## config.mk

```make
export PLATFORM = sky130hd
export DESIGN_NAME = rmii_rx_deser
export DESIGN_NICKNAME = d
export VERILOG_FILES = /design/src/rtl/rmii_rx_pkg.sv /design/src/rtl/rmii_rx_ctrl.sv /design/src/rtl/rmii_rx_dp.sv /design/src/rtl/rmii_rx_deser.sv
export SDC_FILE = /design/constraint.sdc
export NUM_CORES = 1
export LEC_CHECK = 0
export ABC_AREA = 1
export BUFFER_PORTS_ARGS = -buffer_cell sky130_fd_sc_hd__buf_2
export CAP_MARGIN = 20
export CORE_UTILIZATION = 57
export CTS_CLUSTER_DIAMETER = 60
export DETAILED_ROUTE_END_ITERATION = 16
export PLACE_DENSITY = 0.81
export SLEW_MARGIN = 5
export SYNTH_ARGS = -nofsm -noshare
export SYNTH_HDL_FRONTEND = slang
export SYNTH_SLANG_ARGS = --single-unit
```

## constraint.sdc

```tcl
create_clock -name clk -period 2.3 [get_ports clk]
set_input_delay 0.46 -clock clk [delete_from_list [all_inputs] [get_ports clk]]
set_output_delay 0.46 -clock clk [all_outputs]
set_load 0.1 [all_outputs]
```

## src/rtl/rmii_rx_pkg.sv

```systemverilog
package rmii_rx_pkg;

  typedef enum logic [1:0] {
    ST_IDLE,
    ST_HUNT,
    ST_PRE,
    ST_DATA
  } rxState_t;

  typedef struct packed {
    logic takeDibit;   // a data di-bit is sampled this clock
    logic frameStart;  // start-of-frame di-bit seen
    logic frameEnd;    // carrier dropped inside a frame
    logic inFrame;     // control is in data state
  } rxCtrl_t;

  localparam logic [1:0] DIBIT_ZERO = 2'b00;
  localparam logic [1:0] DIBIT_PRE  = 2'b01;
  localparam logic [1:0] DIBIT_SFD  = 2'b11;

endpackage

```

## src/rtl/rmii_rx_ctrl.sv

```systemverilog
module rmii_rx_ctrl
  import rmii_rx_pkg::*;
#(
  parameter int SLOW_DIV = 10
) (
  input  logic       clk,
  input  logic       rstN,
  input  logic       speed10,
  input  logic       crsDv,
  input  logic [1:0] rxd,
  output rxCtrl_t    ctrl
);

  localparam int DIV_W = (SLOW_DIV > 1) ? $clog2(SLOW_DIV) : 1;
  localparam logic [DIV_W-1:0] DIV_LAST = DIV_W'(SLOW_DIV - 1);

  rxState_t state, nextState;
  logic [DIV_W-1:0] divCnt;
  logic sampleEn;

  // 10 Mb/s phase: restart when carrier is absent, so the first high clock samples
  always_ff @(posedge clk or negedge rstN) begin
    if (!rstN) begin
      divCnt <= '0;
    end else if (!crsDv || !speed10) begin
      divCnt <= '0;
    end else if (divCnt == DIV_LAST) begin
      divCnt <= '0;
    end else begin
      divCnt <= divCnt + 1'b1;
    end
  end

  assign sampleEn = !speed10 || (divCnt == '0);

  always_comb begin
    nextState = state;
    ctrl      = '0;
    ctrl.inFrame = (state == ST_DATA);
    if (!crsDv) begin
      nextState     = ST_IDLE;
      ctrl.frameEnd = (state == ST_DATA);
    end else if (sampleEn) begin
      unique case (state)
        ST_IDLE, ST_HUNT: begin
          nextState = (rxd == DIBIT_PRE) ? ST_PRE : ST_HUNT;
        end
        ST_PRE: begin
          if (rxd == DIBIT_SFD) begin
            nextState       = ST_DATA;
            ctrl.frameStart = 1'b1;
          end else if (rxd != DIBIT_PRE) begin
            nextState = ST_HUNT;
          end
        end
        ST_DATA: begin
          ctrl.takeDibit = 1'b1;
        end
        default: nextState = ST_IDLE;
      endcase
    end
  end

  always_ff @(posedge clk or negedge rstN) begin
    if (!rstN) state <= ST_IDLE;
    else       state <= nextState;
  end

endmodule

```

## src/rtl/rmii_rx_dp.sv

```systemverilog
module rmii_rx_dp
  import rmii_rx_pkg::*;
#(
  parameter int BYTE_W = 8
) (
  input  logic              clk,
  input  logic              rstN,
  input  rxCtrl_t           ctrl,
  input  logic [1:0]        rxd,
  input  logic              rxEr,
  input  logic              crsDv,
  input  logic              halfDuplex,
  input  logic              txActive,
  output logic [BYTE_W-1:0] byteData,
  output logic              byteValid,
  output logic              sof,
  output logic              eof,
  output logic              alignErr,
  output logic              rxErr,
  output logic              collision
);

  localparam int DIBITS = BYTE_W / 2;
  localparam int CNT_W  = (DIBITS > 1) ? $clog2(DIBITS) : 1;
  localparam logic [CNT_W-1:0] CNT_LAST = CNT_W'(DIBITS - 1);

  logic [BYTE_W-1:0] shiftReg;
  logic [BYTE_W-1:0] assembled;
  logic [CNT_W-1:0]  dibitCnt;
  logic              firstPend;
  logic              errSticky;

  // newest di-bit enters at the top, so the first one ends in bits [1:0]
  assign assembled = {rxd, shiftReg[BYTE_W-1:2]};

  always_ff @(posedge clk or negedge rstN) begin
    if (!rstN) begin
      shiftReg  <= '0;
      byteData  <= '0;
      dibitCnt  <= '0;
      firstPend <= 1'b0;
      byteValid <= 1'b0;
      sof       <= 1'b0;
      eof       <= 1'b0;
      alignErr  <= 1'b0;
      rxErr     <= 1'b0;
    end else begin
      byteValid <= 1'b0;
      sof       <= 1'b0;
      eof       <= 1'b0;
      alignErr  <= 1'b0;
      rxErr     <= 1'b0;
      if (ctrl.frameStart) begin
        dibitCnt  <= '0;
        firstPend <= 1'b1;
      end else if (ctrl.takeDibit) begin
        shiftReg <= assembled;
        if (dibitCnt == CNT_LAST) begin
          byteData  <= assembled;
          byteValid <= 1'b1;
          sof       <= firstPend;
          firstPend <= 1'b0;
          dibitCnt  <= '0;
        end else begin
          dibitCnt <= dibitCnt + 1'b1;
        end
      end else if (ctrl.frameEnd) begin
        eof      <= 1'b1;
        alignErr <= (dibitCnt != '0);
        rxErr    <= errSticky;
        dibitCnt <= '0;
      end
    end
  end

  always_ff @(posedge clk or negedge rstN) begin
    if (!rstN) begin
      errSticky <= 1'b0;
    end else if (ctrl.frameStart) begin
      errSticky <= rxEr;
    end else if (ctrl.inFrame && crsDv && rxEr) begin
      errSticky <= 1'b1;
    end
  end

  always_ff @(posedge clk or negedge rstN) begin
    if (!rstN) collision <= 1'b0;
    else       collision <= halfDuplex && txActive && crsDv;
  end

endmodule

```

## src/rtl/rmii_rx_deser.sv

```systemverilog
module rmii_rx_deser
  import rmii_rx_pkg::*;
#(
  parameter int BYTE_W   = 8,
  parameter int SLOW_DIV = 10
) (
  input  logic              clk,
  input  logic              rstN,
  input  logic              speed10,
  input  logic              halfDuplex,
  input  logic              txActive,
  input  logic              crsDv,
  input  logic [1:0]        rxd,
  input  logic              rxEr,
  output logic [BYTE_W-1:0] byteData,
  output logic              byteValid,
  output logic              sof,
  output logic              eof,
  output logic              alignErr,
  output logic              rxErr,
  output logic              collision
);

  rxCtrl_t ctrl;

  rmii_rx_ctrl #(.SLOW_DIV(SLOW_DIV)) u_ctrl (
    .clk     (clk),
    .rstN    (rstN),
    .speed10 (speed10),
    .crsDv   (crsDv),
    .rxd     (rxd),
    .ctrl    (ctrl)
  );

  rmii_rx_dp #(.BYTE_W(BYTE_W)) u_dp (
    .clk        (clk),
    .rstN       (rstN),
    .ctrl       (ctrl),
    .rxd        (rxd),
    .rxEr       (rxEr),
    .crsDv      (crsDv),
    .halfDuplex (halfDuplex),
    .txActive   (txActive),
    .byteData   (byteData),
    .byteValid  (byteValid),
    .sof        (sof),
    .eof        (eof),
    .alignErr   (alignErr),
    .rxErr      (rxErr),
    .collision  (collision)
  );

endmodule

```

* Word-level counts from Yosys, hierarchy flattened
Cells that the tools add are included.
Cells by class: add/subtract/negate cells 2, equality and inequality tests 11, multiply operators 0, shift operators 0, bitwise logic cells 1, muxes and demuxes 38, reduce and logical (&&, ||, !) cells 20, $lt $le $gt $ge 0, div/mod/pow operators 0
Operators with widths (number):
- 1-bit two-way mux | 24
- 2-bit two-way mux | 11
- 2-bit equality test (second input constant) | 4
- 4-bit two-way mux | 2
- 2-bit nonzero test | 4
- 3-bit AND reduction | 2
- 4-bit by 1-bit adder with 4-bit output (second input constant) | 1
- 2-bit by 1-bit equality test with 1-bit output (second input constant) | 2
- 4-bit equality test (second input constant) | 1
- 1-bit logical AND | 4
- 4-bit logical NOT | 1
- 2-bit by 1-bit != test with 1-bit output (second input constant) | 2
- 4-bit by 2-bit != test with 1-bit output (second input constant) | 1
- 2-bit one-hot mux with 2 select lines | 1
- 2-bit AND reduction | 2
- 3-bit by 1-bit != test with 1-bit output (second input constant) | 1
- 3-bit nonzero test | 1
- 2-bit by 1-bit adder with 2-bit output (second input constant) | 1
- 1-bit logical NOT | 2
- 2-bit logical NOT | 1
- 1-bit logical OR | 2
- 2-bit OR reduction | 1
- 1-bit NOT | 1
Storage, ports and cells: logic and storage cells 85, memories kept 0, bits in read-only memories 0, register bits 32, bits in latches 0, RAM bits 0

* Longest topological paths before layout
Gate-level depths: netlist of run 1.
depth in word-level cells 7, depth in mapped cells 8

* Cells and area by module
From an unflattened synthesis of run 1, not the netlist that was laid out.
Second synthesis, totals: cell total of the unflattened synthesis 156, area total of the unflattened synthesis 1361.3 µm²
Modules (own cells, without submodules):
- rmii_rx_dp | sequential area each 600.6 µm², cells an instance 105, instances 1, area an instance 984.7 µm²
- rmii_rx_ctrl | sequential area each 150.1 µm², cells an instance 51, instances 1, area an instance 376.6 µm²

* Least setup slack after synthesis of run 1
Ideal clock, no wire load.
kind register to output, start register u_dp.byteData[0], end output byteData[0], cell stages (with the launch flop) 1, path buffers 0, arrival time 0.898 ns, data required time 1.840 ns, setup slack 0.942 ns, cells stage by stage dfrtp_1
RTL lines:
- from (decl) | line rmii_rx_dp.sv:14 | output logic [BYTE_W-1:0] byteData,
- from (signal assigned) | line rmii_rx_dp.sv:59 | byteData <= assembled;
- to (decl) | line rmii_rx_deser.sv:15 | output logic [BYTE_W-1:0] byteData,
No word-level cell between the ends.

* Worst setup path in the final report of run 1
start register u_dp.byteData[1], end output byteData[1]
No word-level cell between the ends.

==> out/results.tsv, run 1 <==
metric	value	unit
Post-CTS Setup Bufs	0	
DP HPWL	1560	µm
FFs w/ async S/R, synth	1.00	
Slew headroom	0.577	
total gr overflow	0	
P_leak	0.869	nW
Setup crit end kind	primary output	
Yosys top cell by area	dfrtp_1	
Hold Fails Final Rpt	0	
Synth area leaders	dfrtp_1 59%, nand2_1 16%, inv_1 5.3%	
die area	0.00243	mm²
CP Buf/Inv Count	1	
fin crit period	1.57	ns
RSZ-0062 raised after global routing	false	
Arr. time, crit path	1.11	ns
vias	954	
DRC	0	
final setup skew	0.0101	ns
fin area	0.00146	mm²
CTS H-Tree Depth	2	
Placer Congestion	0.762	
Clock Latency Late Sink	0.33	ns
Num CTS Buffers	5	
Final Setup Violations	0	
post-cts resize count	0	
hold bufs inserted after CTS	0	
Vias/cell	4.89	
Max Root-Sink Buffers	2	
Synth top area share	0.588	
Placed Area	0.00141	mm²
WL met1	892	µm
Core ar.	0.00204	mm²
first-pass GRT wire length	3600	µm
Max Used Layer	met4	
crit-path cells	buf_2	
fmax	636	MHz
Tightest Pin Transition	0.634	ns
ANT cells	0	
wire length on met2	1040	µm
number of max-cap violations	0	
Iter 0 DRT Violations	13	
final worst-path cycle share	0.684	
slowest cell delay on critical path	0.43	ns
post-synth cell types	22	
cell count after synthesis	140	
final setup TNS	0	ns
Syn Area/Cell	9.12	µm²
Buffers on Ports	22	
met3 WL	122	µm
initial core utilization	0.626	
initial antenna violation count	0	
critical path startpoint category	flop	
DP Worst Slack	0.857	ns
Pwr per Cell Area	785	mW/mm²
Detailed Routing Iterations Pass 1	4	
Data required, critical path	1.84	ns
total power	1.14	mW
flops & latches, synth	30	
register area share after synthesis	0.588	
Worst VDD drop	0.665	mV
Hold Crit Class	in2async	
top cell family by delay on the critical path	buffers and inverters	
dpl cells	188	
standard-cell row count	16	
largest net degree at the start of global routing	31	
CTS sink count	30	
I/O pin total	23	
setup slack after layout	0.727	ns
Mapped Area	0.00128	mm²
synth cell count leaders	53 x nand2_1, 30 x dfrtp_1, 18 x inv_1	
Reg clk slew, reported paths	0.09	ns
Die Width	49.3	µm
status	completed	
die height	49.3	µm
non-filler cells, final	195	
r2r startpoint	u_ctrl.divCnt[0]	
Worst path slowest cell	buf_2	
fin nets	179	
crit path from	u_dp.byteData[1]	
CTS root buffer	clkbuf_4	
WL/cell	10.8	µm
Synth Flop Type	dfrtp_1	
most instantiated library cell after synthesis	nand2_1	
P&R area growth vs syn	13.9	%
FILL cells	180	
CP Max Fanout	2	
DRT antenna net count	0	
CTS tree	done	
Slew Limit Fails	0	
vias in the first global route	896	
Net Count, Synth	151	
gr usage total	0.211	
YS warnings	0	
final WL	2110	µm
EDFF count, synth	0	
share of layout cells above drive strength 1	0.220	
critical path type	reg2out	
## routing by layer
| metal | up-vias | track usage |
|---|---|---|
| met5 | - | 0 |
| met4 | 0 | 0.108 |
| met3 | 6 | 0.0935 |
| met2 | 24 | 0.345 |
| met1 | 443 | 0.230 |
| li1 | 481 | - |
## cells by family (layout without fill, tap and decap cells)
kind of cell / after synthesis / after routing / share of synthesized area
AOI/OAI and AO/OA: 9 / 9 / 0.0382
xor gates and xnor gates: 1 / 1 / 0.00686
adders and majority gates: 2 / 2 / 0.0196
buffers and inverters: 21 / 49 / 0.0735
DFF: 30 / 30 / 0.588
and+or+nand+nor: 77 / 77 / 0.274
## power breakdown
part | total (mW) | internal (mW) | switching (mW)
combinational | 0.211 | 0.0617 | 0.149
clock | 0.277 | 0.115 | 0.162
sequential | 0.655 | 0.605 | 0.0504
## worst paths after layout
check	end	slack (ns)	cells after the start
max	byteData[1]	0.73	1
min	u_dp.byteData[5]	0.14	1
max reg2reg	u_dp.byteData[0]	0.94	8
min reg2reg	u_dp.byteData[1]	0.47	2
max in group asynchronous	u_dp.shiftReg[2]	1.74	1
min in group clk	u_dp.collision	0.34	3
## sequential cells by signal, indices dropped and copies added (netlist names), 2 cells and up
register / count
u_dp.byteData: 8
u_dp.shiftReg: 6
u_ctrl.divCnt: 4
u_ctrl.state: 2
u_dp.dibitCnt: 2
## placed cells by master (no fill, tap or decap)
cell type  synthesis  final
o21ai_0            4      4
a31o_2             1      1
nor3_1             1      1
ha_1               2      2
buf_2              0     22
nand2_4            2      2
inv_4              1      1
inv_6              1      1
nand2_1           53     53
xor2_1             1      1
dfrtp_1           30     30
nand2_2            1      1
nor2_1             9      9
o21ai_1            2      2
nor2_4             1      1
inv_1             18     18
nor2_8             1      1
clkbuf_1           0      2
nand4_1            2      2
nor3b_1            1      1
a21oi_1            2      2
nor2_2             2      2
clkbuf_4           0      5
nand3_1            4      4
## metrics by stage
step | hold slack [ns] | utilization
after floorplan | 0.164 | -
after CTS | 0.150 | 0.713
final | 0.141 | 0.713
after detailed placement | 0.458 | 0.691
after global placement | 0.452 | 0.691
after global routing | 0.194 | 0.713
## layout make-up
cell class                 instances  area [µm²]  area share
clock buffer                       7        45.0      0.0310
inverter                          20        82.6      0.0567
tap                               27        33.8      0.0232
timing repair buffer              22         110      0.0757
sequential                        30         751       0.516
multi-input combinational         89         433       0.298
(Power assumes the default switching activity.)
==> run 2, diff against run 1 <==
- CORE_UTILIZATION: 57 -> 53
- PLACE_DENSITY: 0.81 -> 0.76
- clock period: 2.3 -> 1.6 ns (I/O delays scaled with it)
==> run 2 against run 1 <==
Compared with the run above: clock skew decreased by 0.0041 ns; critical path depth stayed put; largest cell class unchanged; critical path type unchanged; setup slack got worse by 0.57 ns; sequential power up 44%; first-iteration DRC count grew 15%; cell count is 1.0% higher; largest power group unchanged.
==> out/results.tsv, run 2 (synthesized netlist as in run 1, its figures left out) <==
metric	value	unit
most frequent cells in the layout	53 x nand2_1, 30 x dfrtp_1, 22 x buf_2	
die area	0.00261	mm²
vias	960	
final setup skew	0.00594	ns
Hold Fails Final Rpt	0	
Detailed Routing Iterations Pass 1	4	
Clock Latency Late Sink	0.33	ns
hold bufs inserted after CTS	0	
DRC	0	
Hold Crit Class	in2async	
Worst path slowest cell	buf_2	
critical path startpoint category	flop	
total gr overflow	0	
status	completed	
I/O pin total	23	
Max Root-Sink Buffers	2	
fin nets	179	
vias in the first global route	846	
RSZ-0062 raised after global routing	false	
CTS sink count	30	
P_leak	0.879	nW
Placed Area	0.00141	mm²
fin util	0.659	
final WL	2240	µm
Core ar.	0.00223	mm²
critical path type	reg2out	
FILL cells	197	
initial core utilization	0.572	
final setup TNS	0	ns
initial antenna violation count	0	
P&R area growth vs syn	15.2	%
share of layout cells above drive strength 1	0.231	
CP Max Fanout	2	
standard-cell row count	17	
post-cts resize count	0	
first-pass GRT wire length	3680	µm
Tightest Pin Transition	0.654	ns
fmax	694	MHz
area of the multi-input gates	433	µm²
ANT cells	0	
fin crit period	1.44	ns
Placer Congestion	0.745	
Worst VDD drop	0.827	mV
Buffers on Ports	22	
slowest cell delay on critical path	0.43	ns
die height	51.1	µm
Final Setup Violations	0	
max FFs per register	8	
crit-path cells	buf_2	
total power	1.71	mW
Slew headroom	0.564	
Pwr per Cell Area	1170	mW/mm²
Arr. time, crit path	1.12	ns
Top Registers	u_dp.byteData x8, u_dp.shiftReg x6, u_ctrl.divCnt x4	
Iter 0 DRT Violations	15	
CP Buf/Inv Count	1	
CTS tree	done	
WL/cell	11.4	µm
Vias/cell	4.87	
Num CTS Buffers	5	
Hold Slack	0.0122	ns
final worst-path cycle share	0.901	
fin area	0.00147	mm²
DP HPWL	1600	µm
gr usage total	0.205	
Slew Limit Fails	0	
Reg clk slew, reported paths	0.09	ns
Setup crit end kind	primary output	
register area	751	µm²
DRT antenna net count	0	
Top reg by flops	u_dp.byteData	
commonest non-fill, non-tap cell in the layout	nand2_1	
CTS root buffer	clkbuf_4	
largest net degree at the start of global routing	31	
Post-CTS Setup Bufs	0	
Data required, critical path	1.28	ns
Die Width	51.1	µm
top cell family by delay on the critical path	buffers and inverters	
number of max-cap violations	0	
CTS H-Tree Depth	2	
run 2: cell count changes in the layout (fill, tap and decap cells not counted):
cell,previous run,this run
clkinv_2,0,1
clkbuf_1,2,1
clkbuf_8,0,1
run 2: where the power goes:
part | leakage (nW) | switching [mW] | internal, mW
registers | 0.397 | 0.0728 | 0.869
clock network | 0.0353 | 0.253 | 0.213
logic | 0.447 | 0.219 | 0.0887
run 2: final cells by class:
class,instances,area share
sequential,30,0.510
multi-input combinational,89,0.294
timing repair buffer,22,0.0748
inverter,20,0.0561
clock buffer,7,0.0374
tap,28,0.0238
clock inverter,1,0.00340
run 2: worst register-to-register path: stages, from the launching register on:
cell and delay (ns):
dfrtp_1 0.42, nor2_2 0.16, nand2_2 0.09, nand2_4 0.09, nand2_4 0.12, nor2_8 0.18, inv_4 0.08, nand2_1 0.06
nand2_1 0.05
run 2: routing by layer:
metal | up-vias | track usage | share of wire | wire length (µm)
li1 | 484 | - | - | -
met1 | 438 | 0.238 | 0.45 | 1000
met2 | 33 | 0.311 | 0.48 | 1070
met3 | 5 | 0.0655 | 0.050 | 112
met4 | 0 | 0.162 | 0.023 | 52
met5 | - | 0 | 0 | 0
run 2: metrics by stage:
| stage | cells | worst slack [ns] |
|---|---|---|
| 5_1_grt | 197 | 0.0941 |
| 2_1_floorplan | 140 | 0.382 |
| 6_report | 197 | 0.158 |
| 3_3_place_gp | 189 | 0.313 |
| 3_5_place_dp | 189 | 0.245 |
| 4_1_cts | 197 | 0.131 |
run 2: worst paths after layout:
kind,from,depth (start not counted),end,slack (ns)
worst min-delay path,rstN,1,u_dp.byteData[3],0.01
max in group asynchronous,rstN,1,u_ctrl.divCnt[3],1.16
min in group clk,rxEr,3,u_dp.errSticky,0.19
worst min register to register,u_dp.byteData[3],2,u_dp.byteData[3],0.47
worst max register to register,u_ctrl.divCnt[0],8,u_dp.byteData[4],0.24
worst max-delay path,u_dp.byteData[7],1,byteData[7],0.16
